**config.mk**
```make
export PLATFORM = sky130hd
export DESIGN_NAME = nest_irq_ctrl
export DESIGN_NICKNAME = d
export VERILOG_FILES = /design/src/rtl/irqc_pkg.sv /design/src/rtl/irqc_capture.sv /design/src/rtl/irqc_select.sv /design/src/rtl/irqc_stack.sv /design/src/rtl/nest_irq_ctrl.sv
export SDC_FILE = /design/constraint.sdc
export NUM_CORES = 1
export LEC_CHECK = 0
export CORE_ASPECT_RATIO = 0.7
export CORE_MARGIN = 2
export CORE_UTILIZATION = 59
export CTS_CLUSTER_DIAMETER = 80
export DETAILED_ROUTE_END_ITERATION = 7
export DONT_BUFFER_PORTS = 1
export GPL_TIMING_DRIVEN = 0
export HOLD_SLACK_MARGIN = 0.1
export PLACE_DENSITY = 0.78
export SYNTH_ARGS = -nofsm -noshare
export SYNTH_HDL_FRONTEND = slang
export SYNTH_SLANG_ARGS = --single-unit
```
**constraint.sdc**
```tcl
create_clock -name clk -period 8.55 [get_ports clk]
set_input_delay 2.565 -clock clk [delete_from_list [all_inputs] [get_ports clk]]
set_output_delay 2.565 -clock clk [all_outputs]
set_load 0.01 [all_outputs]
```
**src/rtl/irqc_pkg.sv**
```systemverilog
package irqc_pkg;

  typedef enum logic {
    OFFER_IDLE = 1'b0,
    OFFER_HELD = 1'b1
  } offer_e;

endpackage

```
**src/rtl/irqc_capture.sv**
```systemverilog
// Edge capture of request lines plus a compact arrival rank per pending line.
// Pending lines always hold ranks 0..k-1; lower rank means earlier arrival.
module irqc_capture #(
  parameter int NUM_LINES = 8,
  parameter int RANK_W    = 3
) (
  input  logic                              clk,
  input  logic                              rst,
  input  logic [NUM_LINES-1:0]              req_i,
  input  logic [NUM_LINES-1:0]              clr_i,
  output logic [NUM_LINES-1:0]              pend_o,
  output logic [NUM_LINES-1:0][RANK_W-1:0]  rank_o
);

  localparam int CNT_W = $clog2(NUM_LINES + 1);

  logic [NUM_LINES-1:0]             req_q;
  logic [NUM_LINES-1:0]             pend_q;
  logic [NUM_LINES-1:0][RANK_W-1:0] rank_q;
  logic [NUM_LINES-1:0][RANK_W-1:0] rank_d;
  logic [NUM_LINES-1:0]             rise;
  logic [NUM_LINES-1:0]             arrive;
  logic [NUM_LINES-1:0]             survive;
  logic                             clr_any;
  logic [RANK_W-1:0]                clr_rank;
  logic [CNT_W-1:0]                 surv_cnt;

  assign rise    = req_i & ~req_q;
  assign arrive  = rise & (~pend_q | clr_i);
  assign survive = pend_q & ~clr_i;
  assign clr_any = |clr_i;

  always_comb begin
    clr_rank = '0;
    surv_cnt = '0;
    for (int i = 0; i < NUM_LINES; i++) begin
      if (clr_i[i]) clr_rank = clr_rank | rank_q[i];
      surv_cnt = surv_cnt + CNT_W'(survive[i]);
    end
  end

  always_comb begin
    for (int i = 0; i < NUM_LINES; i++) begin
      logic [CNT_W-1:0] ahead;
      ahead = surv_cnt;
      for (int j = 0; j < NUM_LINES; j++) begin
        if (j < i && arrive[j]) ahead = ahead + CNT_W'(1);
      end
      if (arrive[i]) begin
        rank_d[i] = RANK_W'(ahead);
      end else if (survive[i] && clr_any && (rank_q[i] > clr_rank)) begin
        rank_d[i] = rank_q[i] - RANK_W'(1);
      end else begin
        rank_d[i] = rank_q[i];
      end
    end
  end

  always_ff @(posedge clk) begin
    if (rst) begin
      req_q  <= '0;
      pend_q <= '0;
      rank_q <= '0;
    end else begin
      req_q  <= req_i;
      pend_q <= survive | arrive;
      rank_q <= rank_d;
    end
  end

  assign pend_o = pend_q;
  assign rank_o = rank_q;

endmodule

```
**src/rtl/irqc_select.sv**
```systemverilog
// Picks the pending line with the highest priority, earliest rank on ties.
module irqc_select #(
  parameter int                             NUM_LINES = 8,
  parameter int                             PRIO_W    = 3,
  parameter int                             RANK_W    = 3,
  parameter int                             IDX_W     = 3,
  parameter logic [NUM_LINES*PRIO_W-1:0]    PRIO_MAP  = '0
) (
  input  logic [NUM_LINES-1:0]              pend_i,
  input  logic [NUM_LINES-1:0][RANK_W-1:0]  rank_i,
  output logic                              valid_o,
  output logic [IDX_W-1:0]                  idx_o,
  output logic [PRIO_W-1:0]                 prio_o
);

  logic [RANK_W-1:0] best_rank;

  always_comb begin
    valid_o   = 1'b0;
    idx_o     = '0;
    prio_o    = '0;
    best_rank = '0;
    for (int i = 0; i < NUM_LINES; i++) begin
      logic [PRIO_W-1:0] p;
      p = PRIO_MAP[i*PRIO_W +: PRIO_W];
      if (pend_i[i]) begin
        if (!valid_o || (p > prio_o) || ((p == prio_o) && (rank_i[i] < best_rank))) begin
          valid_o   = 1'b1;
          idx_o     = IDX_W'(i);
          prio_o    = p;
          best_rank = rank_i[i];
        end
      end
    end
  end

endmodule

```
**src/rtl/irqc_stack.sv**
```systemverilog
// In-service level stack. Storage has no reset so it maps to distributed RAM.
module irqc_stack #(
  parameter int DEPTH  = 8,
  parameter int DATA_W = 3,
  parameter int PTR_W  = $clog2(DEPTH + 1)
) (
  input  logic              clk,
  input  logic              rst,
  input  logic              push_i,
  input  logic              pop_i,
  input  logic [DATA_W-1:0] data_i,
  output logic [DATA_W-1:0] top_o,
  output logic [PTR_W-1:0]  depth_o,
  output logic              empty_o,
  output logic              full_o
);

  localparam int ADDR_W = $clog2(DEPTH);

  logic [DATA_W-1:0] mem [DEPTH];
  logic [PTR_W-1:0]  ptr_q;
  logic [ADDR_W-1:0] top_addr;
  logic [ADDR_W-1:0] wr_addr;
  logic              do_pop;

  assign empty_o  = (ptr_q == '0);
  assign full_o   = (ptr_q == PTR_W'(DEPTH));
  assign do_pop   = pop_i && !empty_o;
  assign top_addr = ADDR_W'(ptr_q - PTR_W'(1));
  assign wr_addr  = do_pop ? top_addr : ADDR_W'(ptr_q);

  always_ff @(posedge clk) begin
    if (push_i) mem[wr_addr] <= data_i;
  end

  always_ff @(posedge clk) begin
    if (rst) begin
      ptr_q <= '0;
    end else if (push_i && !do_pop) begin
      ptr_q <= ptr_q + PTR_W'(1);
    end else if (do_pop && !push_i) begin
      ptr_q <= ptr_q - PTR_W'(1);
    end
  end

  assign top_o   = mem[top_addr];
  assign depth_o = ptr_q;

endmodule

```
**src/rtl/nest_irq_ctrl.sv**
```systemverilog
module nest_irq_ctrl #(
  parameter int                                NUM_LINES   = 8,
  parameter int                                PRIO_W      = 3,
  parameter logic [NUM_LINES*PRIO_W-1:0]       PRIO_MAP    = 24'o44332211,
  parameter int                                STACK_DEPTH = 8,
  localparam int                               IDX_W       = $clog2(NUM_LINES),
  localparam int                               PTR_W       = $clog2(STACK_DEPTH + 1)
) (
  input  logic                 clk,
  input  logic                 rst,
  input  logic [NUM_LINES-1:0] req_i,
  input  logic                 boundary_i,
  input  logic                 ack_i,
  input  logic                 eoi_i,
  output logic                 irq_o,
  output logic [IDX_W-1:0]     vector_o,
  output logic [PTR_W-1:0]     depth_o
);

  import irqc_pkg::*;

  localparam int RANK_W = IDX_W;

  offer_e                            offer_q;
  logic [IDX_W-1:0]                  vec_q;
  logic [NUM_LINES-1:0]              pend;
  logic [NUM_LINES-1:0][RANK_W-1:0]  rank;
  logic [NUM_LINES-1:0]              clr;
  logic                              sel_valid;
  logic [IDX_W-1:0]                  sel_idx;
  logic [PRIO_W-1:0]                 sel_prio;
  logic [IDX_W-1:0]                  top_idx;
  logic [PRIO_W-1:0]                 top_prio;
  logic                              stk_empty;
  logic                              stk_full;
  logic                              eligible;
  logic                              take;

  irqc_capture #(
    .NUM_LINES (NUM_LINES),
    .RANK_W    (RANK_W)
  ) i_capture (
    .clk    (clk),
    .rst    (rst),
    .req_i  (req_i),
    .clr_i  (clr),
    .pend_o (pend),
    .rank_o (rank)
  );

  irqc_select #(
    .NUM_LINES (NUM_LINES),
    .PRIO_W    (PRIO_W),
    .RANK_W    (RANK_W),
    .IDX_W     (IDX_W),
    .PRIO_MAP  (PRIO_MAP)
  ) i_select (
    .pend_i  (pend),
    .rank_i  (rank),
    .valid_o (sel_valid),
    .idx_o   (sel_idx),
    .prio_o  (sel_prio)
  );

  irqc_stack #(
    .DEPTH  (STACK_DEPTH),
    .DATA_W (IDX_W),
    .PTR_W  (PTR_W)
  ) i_stack (
    .clk     (clk),
    .rst     (rst),
    .push_i  (take),
    .pop_i   (eoi_i),
    .data_i  (vec_q),
    .top_o   (top_idx),
    .depth_o (depth_o),
    .empty_o (stk_empty),
    .full_o  (stk_full)
  );

  assign top_prio = PRIO_MAP[top_idx*PRIO_W +: PRIO_W];
  assign eligible = sel_valid && !stk_full && (stk_empty || (sel_prio > top_prio));
  assign take     = (offer_q == OFFER_HELD) && ack_i;

  always_comb begin
    clr = '0;
    if (take) clr[vec_q] = 1'b1;
  end

  always_ff @(posedge clk) begin
    if (rst) begin
      offer_q <= OFFER_IDLE;
      vec_q   <= '0;
    end else begin
      case (offer_q)
        OFFER_IDLE: begin
          if (boundary_i && eligible) begin
            offer_q <= OFFER_HELD;
            vec_q   <= sel_idx;
          end
        end
        OFFER_HELD: begin
          if (ack_i) offer_q <= OFFER_IDLE;
        end
        default: offer_q <= OFFER_IDLE;
      endcase
    end
  end

  assign irq_o    = (offer_q == OFFER_HELD);
  assign vector_o = vec_q;

endmodule

```
==> metrics.yaml <==
avgSynthCellArea_um2: 8.728
synthToLayoutAreaGrowth_pct: 13.79
worstPathRequired_ns: 8.77
fin_skew_ns: 0.01270
grt_overflow: 0
tightest_slew_ns: 1.219
core-area_mm2: 0.008408
antenna_found_initial: 0
clock_latency_ns: 0.34
layout-drive-gt1-share_pct: 13.38
fin_cells: 718
grt.total_usage_pct: 32.44
place_inst: 688
violations: "negative setup slack"
ys_warn_count: 0
htree_num_levels: 3
worst_hold_slack_ns: 0.5624
synth_nets: 656
ff_latch_area_mm2: 0.001441
startpoint_type: "input pin"
cts.path.max_buffers: 2
synth-edff-count: 16
use_met2_pct: 49.29
drcViolationCount: 0
diodes: 0
slew_viol_final: 0
drt_iter0_markers: 512
p_per_area_mw_per_mm2: 331.2
routed_wl_um: 14850
io_pins: 21
critPathMaxFanout: 7
fillCellCount: 647
hold_path.class: "flop to flop"
utilization_pct: 68.87
synth.distinct_cells: 81
clockRootBuffer: "clkbuf_16"
rsz0062_at_grt: "yes"
synthCells: 583
viasPerCell: 6.369
die_y_um: 81.70
clkSinkCount: 64
grt_use_met1_pct: 45.31
netlist_area_mm2: 0.005089
grt_max_degree: 14
gp_congestion: 0.9887
period_share_pct: 100.3
synth-main-ff-cell: "dfxtp_1"
wl_per_cell_um: 20.68
max_slew_margin_pct: 18.71
cpMostUsedCell: "fa_1"
synth_top_cell_by_area: "dfxtp_1"
ys_ff_latch: 64
cts_buffers: 9
cp.arrival_ns: 8.80
ant_nets: 0
status: "finished with violations"
path_class: "input pin to flop"
fp.dieArea_mm2: 0.009396
die_w_um: 115
synth_area_leaders: "dfxtp_1 (19%), ha_1 (14%), edfxtp_1 (9.4%)"
grt-busiest-layer: "met2"
multi_input_area_mm2: 0.003520
ys_async_sr_fraction_pct: 0
clkTransAtPathRegs_ns: 0.06
hold_viol_final: 0
grt_use_met3_pct: 7.970
vias: 4573
fmax_mhz: 116.6
period_minus_slack_ns: 8.579
start_util_pct: 60.52
ys_seq_area_share_pct: 28.33
synth_top_area_share_pct: 18.88
core.rowCount: 28
fin_ws_ns: -0.02882
cts_tree: "built"
ir_worst_vdd_uv: 185.6
grt_pass1_vias: 4385
portBuffers: 0
slowest_stage: "fa_1"
end_kind: "flop"
p_leak_nw: 2.255
dp_hpwl_um: 10700
dr.pass1.iters: 6
final_nets: 681
slowest_delay_ns: 0.54
max_cap_violations: 0
setup_viol: 1
grt_pass1_wl_um: 23020
==> what timing repair did <==
item / CTS / global route
buffers inserted: 12 / 2
resized for setup: 10 / 8
endpoints found under the setup margin: 3 / 3
hold buffers: 0 / 0
pin swaps: 7 / 12
==> state kept, by name, indices dropped and copies added (netlist names) <==
name              flops
i_stack.mem          16
i_capture.req_q       8
vector_o              3
i_capture.rank_o     24
i_stack.depth_o       4
irq_o                 1
i_capture.pend_o      8
==> cell families (layout without fill, tap and decap cells) <==
family | after synthesis | count (layout) | share of synthesized area, %
AND/OR/NAND/NOR | 191 | 191 | 19.40
AO/OA/AOI/OAI | 150 | 150 | 19.97
flip-flops | 64 | 64 | 28.33
adder cells (fa/ha/maj) | 60 | 60 | 15.34
XOR/XNOR | 35 | 35 | 7.057
multiplexers | 21 | 21 | 5.139
buffers and inverters | 62 | 92 | 4.770
==> Yosys cell counts (3+ instances only) <==
cell type and n:
inv_1 40, ha_1 56, and2_1 4, mux2i_1 16, a31oi_1 11, buf_1 3, nand2b_1 20, nor3_1 3
nor2_1 62, o21ai_0 25, fa_1 4, a221o_1 3, a22oi_1 3, a21o_1 6, edfxtp_1 16, dfxtp_1 48
a21oi_1 34, nor3b_1 3, o22ai_1 5, xor2_1 10, o21a_1 11, clkbuf_1 11, xnor2_1 20, a211oi_1 12
buf_2 5, a311oi_1 3, nor2b_1 25, nand2_1 47, mux4_2 4, nand3_1 4, o211ai_1 4, o31ai_1 4
nand4_1 3
==> cell usage in the layout (no fill, tap or decap), types with 5 or more instances in the layout <==
| cell | netlist | layout |
|---|---|---|
| o21ai_0 | 25 | 21 |
| nor2_1 | 62 | 61 |
| o22ai_1 | 5 | 5 |
| o21a_1 | 11 | 11 |
| xnor2_1 | 20 | 20 |
| inv_1 | 40 | 37 |
| inv_2 | 2 | 5 |
| buf_4 | 1 | 15 |
| nand2b_1 | 20 | 20 |
| clkbuf_16 | 0 | 9 |
| a31oi_1 | 11 | 10 |
| nand2_1 | 47 | 44 |
| mux2i_1 | 16 | 15 |
| a211oi_1 | 12 | 12 |
| a21o_1 | 6 | 6 |
| clkbuf_1 | 11 | 11 |
| xor2_1 | 10 | 10 |
| dfxtp_1 | 48 | 48 |
| nor2b_1 | 25 | 25 |
| buf_2 | 5 | 5 |
| edfxtp_1 | 16 | 16 |
| a21oi_1 | 34 | 34 |
| ha_1 | 56 | 52 |
==> worst paths after layout <==
path                       from  slack (ns)              endpoint  cells past startpoint
max reg2reg         vector_o[1]        1.12  i_capture.rank_o[23]                     33
min reg2reg  i_capture.req_q[4]        0.56   i_capture.pend_o[4]                      2
max                       ack_i       -0.03  i_capture.rank_o[23]                     32
min          i_capture.req_q[4]        0.56   i_capture.pend_o[4]                      2
==> stage by stage <==
| stage | power, mW | instance area [µm²] | setup WS (ns) | setup TNS [ns] |
|---|---|---|---|---|
| floorplan | 1.133 | 5136 | -0.2353 | -0.3681 |
| global placement | 1.300 | 5268 | -0.8105 | -2.266 |
| detailed placement | 1.347 | 5268 | -0.9180 | -2.740 |
| CTS | 1.859 | 5738 | 0.005120 | 0 |
| global route | 2.038 | 5791 | -0.2393 | -0.3927 |
| finish | 1.918 | 5791 | -0.02882 | -0.02882 |
==> power by group <==
group	total [mW]	switching [mW]	internal (mW)
Sequential	0.456	0.0880	0.368
Combinational	1.03	0.556	0.470
Clock	0.437	0.148	0.288
==> worst max-delay path, delay by kind of cell <==
kind	cells	cell delay (ns)
simple gates	8	0.80
mux	2	0.22
compound gates	6	1.13
fa+ha+maj	11	3.64
buf+inv	5	0.41
==> final cells by class <==
cell class / instances / share of cell area (%)
Tap cell: 105 / 2.269
Timing Repair Buffer: 14 / 1.815
Multi-Input combinational cell: 457 / 60.78
Clock buffer: 9 / 3.889
Sequential cell: 64 / 24.89
Clock inverter: 7 / 2.161
Inverter: 42 / 2.723
Buffer: 20 / 1.469
==> per-layer routing <==
metal | share of wire, % | routed length, µm
met1 | 44 | 6568
met2 | 45 | 6617
met3 | 9.5 | 1411
met4 | 1.7 | 247
met5 | 0 | 0
No activity file was read; power rests on OpenSTA's default activity.
